[config.mk]
export PLATFORM = sky130hd
export DESIGN_NAME = tp_pipe
export DESIGN_NICKNAME = d
export VERILOG_FILES = /design/src/rtl/tp_pkg.sv /design/src/rtl/tp_stage_ctrl.sv /design/src/rtl/tp_stage_dp.sv /design/src/rtl/tp_pipe.sv
export SDC_FILE = /design/constraint.sdc
export NUM_CORES = 1
export LEC_CHECK = 0
export ABC_AREA = 1
export ABC_CLOCK_PERIOD_IN_PS = 6400
export BUFFER_PORTS_ARGS = -buffer_cell sky130_fd_sc_hd__buf_2
export CAP_MARGIN = 20
export CORE_MARGIN = 1
export CORE_UTILIZATION = 52
export DETAILED_ROUTE_END_ITERATION = 8
export GPL_TIMING_DRIVEN = 0
export PLACE_DENSITY = 0.72
export SLEW_MARGIN = 40
export SYNTH_ARGS = -nofsm -noshare
export SYNTH_HDL_FRONTEND = slang
export SYNTH_SLANG_ARGS = --single-unit
[constraint.sdc]
create_clock -name clk_i -period 6.4 [get_ports clk_i]
set_input_delay 0.32 -clock clk_i [delete_from_list [all_inputs] [get_ports clk_i]]
set_output_delay 0.32 -clock clk_i [all_outputs]
set_load 0.02 [all_outputs]
[src/rtl/tp_pkg.sv]
package tp_pkg;
  typedef enum logic {DP_PASS, DP_ADD} dp_kind_e;
endpackage

[src/rtl/tp_stage_ctrl.sv]
module tp_stage_ctrl #(
  parameter int unsigned DLY = 1
) (
  input  logic clk_i,
  input  logic rst_ni,
  input  logic req_i,
  input  logic ack_i,
  output logic cap_o,
  output logic phase_o,
  output logic lock_o,
  output logic req_o
);
  logic           phase_q;
  logic [DLY-1:0] dly_q;

  // C-element of req and inverted ack: follows req when req != ack
  assign cap_o   = (req_i ^ ack_i) & (req_i ^ phase_q);
  assign phase_o = phase_q;
  assign lock_o  = phase_q ^ ack_i;
  assign req_o   = dly_q[DLY-1];

  always_ff @(posedge clk_i or negedge rst_ni) begin
    if (!rst_ni)              phase_q <= 1'b0;
    else if (req_i ^ ack_i)   phase_q <= req_i;
  end

  // matched bundling delay
  if (DLY == 1) begin : g_dly_one
    always_ff @(posedge clk_i or negedge rst_ni) begin
      if (!rst_ni) dly_q <= '0;
      else         dly_q <= phase_q;
    end
  end else begin : g_dly_chain
    always_ff @(posedge clk_i or negedge rst_ni) begin
      if (!rst_ni) dly_q <= '0;
      else         dly_q <= {dly_q[DLY-2:0], phase_q};
    end
  end
endmodule

[src/rtl/tp_stage_dp.sv]
module tp_stage_dp
  import tp_pkg::*;
#(
  parameter int unsigned W     = 8,
  parameter dp_kind_e    KIND  = DP_ADD,
  parameter int unsigned ADD_K = 0
) (
  input  logic         clk_i,
  input  logic         rst_ni,
  input  logic         cap_i,
  input  logic         lock_i,
  input  logic [W-1:0] d_i,
  output logic [W-1:0] d_o
);
  logic [W-1:0] fn;
  logic [W-1:0] hold_q;

  if (KIND == DP_ADD) begin : g_add
    assign fn = d_i + W'(ADD_K);
  end else begin : g_pass
    assign fn = d_i;
  end

  always_ff @(posedge clk_i or negedge rst_ni) begin
    if (!rst_ni)    hold_q <= '0;
    else if (cap_i) hold_q <= fn;
  end

  // open latch passes straight through
  assign d_o = lock_i ? hold_q : fn;
endmodule

[src/rtl/tp_pipe.sv]
module tp_pipe
  import tp_pkg::*;
#(
  parameter int unsigned N     = 4,
  parameter int unsigned W     = 8,
  parameter int unsigned ADD_K = 3,
  parameter int unsigned DLY   = 1,
  localparam int unsigned DW   = $clog2(N + 1)
) (
  input  logic          clk_i,
  input  logic          rst_ni,
  input  logic          loopback_i,
  input  logic [W-1:0]  data_i,
  input  logic          req_i,
  output logic          ack_o,
  output logic [W-1:0]  data_o,
  output logic          req_o,
  input  logic          ack_i,
  output logic [N-1:0]  lock_o,
  output logic [DW-1:0] depth_o
);
  localparam dp_kind_e KIND = (ADD_K == 0) ? DP_PASS : DP_ADD;

  logic [N:0]    req_v;
  logic [N-1:0]  phase_v;
  logic [N-1:0]  lock_v;
  logic          lb_q;
  logic          ack_last;
  logic          req_q;
  logic [DW-1:0] depth_q;

  assign req_v[0] = req_i;
  assign ack_last = loopback_i ? lb_q : ack_i;

  for (genvar k = 0; k < N; k++) begin : g_st
    logic         ack_k;
    logic         cap_k;
    logic [W-1:0] din_k;
    logic [W-1:0] dout;

    if (k == N - 1) begin : g_tail
      assign ack_k = ack_last;
    end else begin : g_body
      assign ack_k = phase_v[k+1];
    end

    if (k == 0) begin : g_head
      assign din_k = data_i;
    end else begin : g_link
      assign din_k = g_st[k-1].dout;
    end

    tp_stage_ctrl #(.DLY(DLY)) u_ctrl (
      .clk_i   (clk_i),
      .rst_ni  (rst_ni),
      .req_i   (req_v[k]),
      .ack_i   (ack_k),
      .cap_o   (cap_k),
      .phase_o (phase_v[k]),
      .lock_o  (lock_v[k]),
      .req_o   (req_v[k+1])
    );

    tp_stage_dp #(.W(W), .KIND(KIND), .ADD_K(ADD_K)) u_dp (
      .clk_i  (clk_i),
      .rst_ni (rst_ni),
      .cap_i  (cap_k),
      .lock_i (lock_v[k]),
      .d_i    (din_k),
      .d_o    (dout)
    );
  end

  always_ff @(posedge clk_i or negedge rst_ni) begin
    if (!rst_ni) begin
      lb_q    <= 1'b0;
      req_q   <= 1'b0;
      depth_q <= '0;
    end else begin
      lb_q  <= req_v[N];
      req_q <= req_v[N];
      if (req_v[N] != req_q) depth_q <= DW'($countones(lock_v));
    end
  end

  assign ack_o   = phase_v[0];
  assign req_o   = req_v[N];
  assign data_o  = g_st[N-1].dout;
  assign lock_o  = lock_v;
  assign depth_o = depth_q;
endmodule

---- Yosys cells after proc, flatten, opt, wreduce, memory -nomap -nowiden ----
Cells that the tools add are included.
word-level totals
  logic and storage cells ................. 43
  bits of input ports ..................... 13
  output and inout port bits .............. 17
  flip-flop bits (word level) ............. 44
operators by class
  equal/unequal tests ..................... 1
  bitwise gates (word level) .............. 16
  multiplexer cells ....................... 5
  add/sub/neg operators ................... 7
operators by type and width
  cell                 number
  $add 8x2->8 const B  4
  $mux 8               4
  $xor 1x1->1          12
  $add 1x1->2          2
  $and 1x1->1          4
  $add 2x2->3          1
  $mux 1               1
  $ne 1x1->1           1

---- Logic depth before layout (Yosys ltp) ----
  depth in word-level cells ............... 8
  depth in mapped cells ................... 23
  gate-level depth less buffers ........... 23

---- Modules after synthesis ----
A second synthesis with hierarchy kept.
unflattened totals
  cell total of the unflattened synthesis .. 429
  area total of the unflattened synthesis .. 2869.0 um^2
modules (own cells, without submodules)
  module         sequential area each (um^2)  instances  cells each  area each (um^2)
  tp_stage_dp    200.2                        4          86          559.3
  tp_stage_ctrl  50.0                         4          14          98.8
  tp_pipe        100.1                        1          29          236.5

---- Least setup slack after synthesis ----
No wires, ideal clock.
  kind .................................... register -> output
  start point ............................. register g_st[0].u_ctrl.phase_q
  end point ............................... output data_o[4]
  required time ........................... 6.080 ns
  slack ................................... 3.346 ns
  cell stages (with the launch flop) ...... 17
  arrival time ............................ 2.734 ns
  buffers on the path ..................... 0
  path through ............................ dfrtp_1 > inv_1 > nand2_1 > nand3_1 > nand2_2 > ha_1 > nand2_1 > o21ai_2 > ha_1 > nand2_1 > o21ai_0 > ha_1 > a21oi_1 > nand2_1 > nand2_1 > nand2_1 > o21ai_0
between the ends
  word-level cells in the longest chain between the ends .. 8
RTL lines
  element                 RTL line             RTL
  start, declared         tp_stage_ctrl.sv:13  logic phase_q;
  start signal, assigned  tp_stage_ctrl.sv:24  else if (req_i ^ ack_i) phase_q <= req_i;
  $xor 1x1->1             tp_stage_ctrl.sv:19  assign lock_o = phase_q ^ ack_i;
  $mux 8                  tp_stage_dp.sv:30    assign d_o = lock_i ? hold_q : fn;
  $add 8x2->8             tp_stage_dp.sv:19    assign fn = d_i + W'(ADD_K);
  net g_st[1].u_dp.fn[0]  tp_stage_dp.sv:15    logic [W-1:0] fn;
  $mux 8                  tp_stage_dp.sv:30
  $add 8x2->8             tp_stage_dp.sv:19
  $mux 8                  tp_stage_dp.sv:30
  $add 8x2->8             tp_stage_dp.sv:19
  $mux 8                  tp_stage_dp.sv:30
  end, declared           tp_pipe.sv:16        output logic [W-1:0] data_o,
The timed path passes the listed nets, and every way through them passes these cells.

---- Worst setup path in the final report ----
  start point ............................. register g_st[1].u_ctrl.phase_q
  end point ............................... output data_o[6]
between the ends
  word-level cells in the longest chain between the ends .. 8
  elaborated cells on any way between the ends .. 9
RTL lines
  element                 RTL line
  start, declared         tp_stage_ctrl.sv:13
  start signal, assigned  tp_stage_ctrl.sv:24
  $xor 1x1->1             tp_stage_ctrl.sv:19
  $mux 8                  tp_stage_dp.sv:30
  $add 8x2->8             tp_stage_dp.sv:19
  net g_st[1].u_dp.fn[0]  tp_stage_dp.sv:15
  $mux 8                  tp_stage_dp.sv:30
  $add 8x2->8             tp_stage_dp.sv:19
  $mux 8                  tp_stage_dp.sv:30
  $add 8x2->8             tp_stage_dp.sv:19
  $mux 8                  tp_stage_dp.sv:30
The timed path passes the listed nets, and every way through them passes these cells.

==> metrics.cfg <==
[run_status]
status=finished, final reports clean

[clock_network]
h-tree-depth=2
cts_buffers=5
cts_max_path_buffers=2
cts-resized-gates=0
clk_latency_ps=300
clock-sinks=44
post-cts-setup-buffer-count=0
cts_tree=yes
cts_hold_buf=0
clk_pin_slew_ps=90
root_buffer=clkbuf_8

[layout]
finalNetCount=508
multi_input_area_mm2=0.00170
final_cell_mix=nand2_1 (186), nand3_1 (57), dfrtp_1 (44)
mostFrequentLayoutCell=nand2_1
area_growth_pct=10.6
ff_latch_area_mm2=0.00110
diodes=0
fill_cells=558
drive_above_1_share_pct=16.4

[timing]
period_share_pct=54.8
fmaxAchievable_mhz=285
setup_tns_ps=0
worst_pin_slew_ps=572
relSlewSlack_pct=61.9
slew_viol_final=0
skew_ps=4.70
period_minus_slack_ps=3510
fin_ws_ps=2890
setup_viol=0
hold_violations=0
grt_setup_unrepaired=no

[place]
post-dp-hpwl_um=4880
place.gp.congestion=0.806
dp_slack_ps=3070
portBuffers=27

[logic_synthesis]
yosysUniqueCellTypes=30
synth_area_leader_cell=dfrtp_1
syn-num-nets=474
ys_seq_area_share_pct=36.1
netlist_instances=454
synth-seq-cells=44
postSynth.asyncResetShare_pct=100
yosysWarnings=0
synth-main-ff-cell=dfrtp_1
avgSynthCellArea_um2=6.71
synth_area_leaders=dfrtp_1 (36%), nand2_1 (23%), nand3_1 (9.4%), o21ai_0 (6.1%), inv_1 (4.4%)
syn_area_mm2=0.00305
synth_top_area_share_pct=36.1
synth-edff-count=0

[pwr]
leakage_nw=1.83
internal_power_mw=0.977
p_sw_mw=1.00
pwr-share-seq_pct=24.4
vdd.ir_drop.worst_uv=261
power_frac_clock_pct=9.4
power_density_mw_per_mm2=588
power.share.switching_pct=50.7
p_comb_share_pct=66.3

[floorplanning]
coreArea_mm2=0.00557
start_util_pct=54.7
die_h_um=78.6
dieWidth_um=78.6
rows=27
die_area_mm2=0.00617
io_pins=30

[worst_hold_path]
holdCritPathClass=in -> async

[route]
final_antenna_net_count=0
via_per_inst=5.03
initialDrtViolationCount=94
drc=0
detail_route.wl_per_cell_um=11.0
wirelength_um=6200
routed-via-count=2824
first_pass_iters=4

[global_route]
grt_pass1_wl_um=11100
grt_max_degree=45
first_global_vias=2630
antenna_found_initial=0
overflow=0
grt_use_total_pct=22.7

[worst_setup_path]
crit_type=reg -> out
crit_arrival_ps=3190
worstSetupEndpointType=output port
start_kind=flop
required_ps=6080
crit_fanout=6

[job]
drv_cap=0

worst max-delay path: stages (launching register included):
cell     delay, ps
dfrtp_1        450
inv_2          140
nand2_1        100
nand3_1        120
nand2_2         80
ha_1           300
nand2_1         90
o21ai_2         60
ha_1           290
nand2_1         70
o21ai_0        110
ha_1           240
a21oi_1        180
nand3_1        160
o21ai_1        180
nand3_1        100
nand2_1         60
buf_2          150
metrics by stage:
step	hold WS, ps	power [mW]	instances	util, %	area [µm²]
after global routing	62.0	2.22	561	60.4	3370
after detailed placement	358	1.81	553	58.8	3280
after CTS	26.5	2.00	561	60.4	3370
after floorplan	24.4	1.52	454	-	3050
after global placement	395	1.76	553	58.7	3270
final	9.62	1.98	561	60.4	3370
synth_stat cells, types with 2 or more instances:
| cell type | n |
|---|---|
| nand2_1 | 186 |
| nand3_1 | 57 |
| dfrtp_1 | 44 |
| o21ai_0 | 37 |
| inv_1 | 36 |
| nor2_1 | 18 |
| or2_2 | 12 |
| nand2_2 | 8 |
| a21oi_1 | 6 |
| buf_4 | 6 |
| ha_1 | 6 |
| clkbuf_1 | 4 |
| mux2_2 | 4 |
| a31oi_1 | 3 |
| buf_6 | 3 |
| inv_2 | 3 |
| nand3_2 | 3 |
| nand4_1 | 3 |
| nand2_4 | 2 |
| nor2_2 | 2 |
| or2_0 | 2 |
sequential cells by signal, indices dropped and copies added, names as in the netlist:
signal               count
g_st.u_dp.hold_q        32
depth_o                  3
g_st.u_ctrl.phase_o      4
req_q                    1
g_st.u_ctrl.req_o        4
logic make-up after synthesis:
kind of cell               after synthesis  synth area share [%]
and+or+nand+nor                        294                  42.0
muxes                                    4                  1.48
xor gates and xnor gates                 2                 0.575
AOI/OAI and AO/OA                       50                  8.66
adders and majority gates                7                  3.12
buffers and inverters                   53                  8.05
DFF                                     44                  36.1
power groups by stage:
stage / Sequential [mW] / Clock [mW] / Combinational (mW)
3_5_place_dp: 0.489 / 0 / 1.32
6_report: 0.482 / 0.186 / 1.31
3_3_place_gp: 0.483 / 0 / 1.28
2_1_floorplan: 0.491 / 0 / 1.02
5_1_grt: 0.500 / 0.199 / 1.52
4_1_cts: 0.483 / 0.191 / 1.32
path summary, 6_finish.rpt:
kind / startpoint / to / slack (ps) / cells past startpoint
max: g_st[1].u_ctrl.phase_o / data_o[6] / 2890 / 17
min reg2reg: g_st[3].u_ctrl.req_o / req_q / 420 / 0
max reg2reg: g_st[1].u_ctrl.phase_o / g_st[3].u_dp.hold_q[6] / 3580 / 17
min in group clk_i: req_i / g_st[0].u_ctrl.phase_o / 260 / 3
max in group asynchronous: rst_ni / g_st[0].u_dp.hold_q[4] / 6000 / 1
min: rst_ni / depth_o[1] / 10 / 1
area by class of cell:
class,instances,share of cell area [%]
multi-input cells,357,50.5
repair buffers,27,4.08
clock inverters,1,0.223
inverters,39,4.34
well taps,72,2.67
flip-flops and latches,44,32.7
clock buffers,7,2.56
plain buffers,14,2.93
layer usage:
layer  vias up  track usage, %  wire length (µm)
li1       1520               -                 -
met1      1255            25.3              2810
met2        45            43.0              3150
met3         4            3.02               179
met4         0            8.70                54
met5         -               0                 0
(Power assumes the default switching activity.)
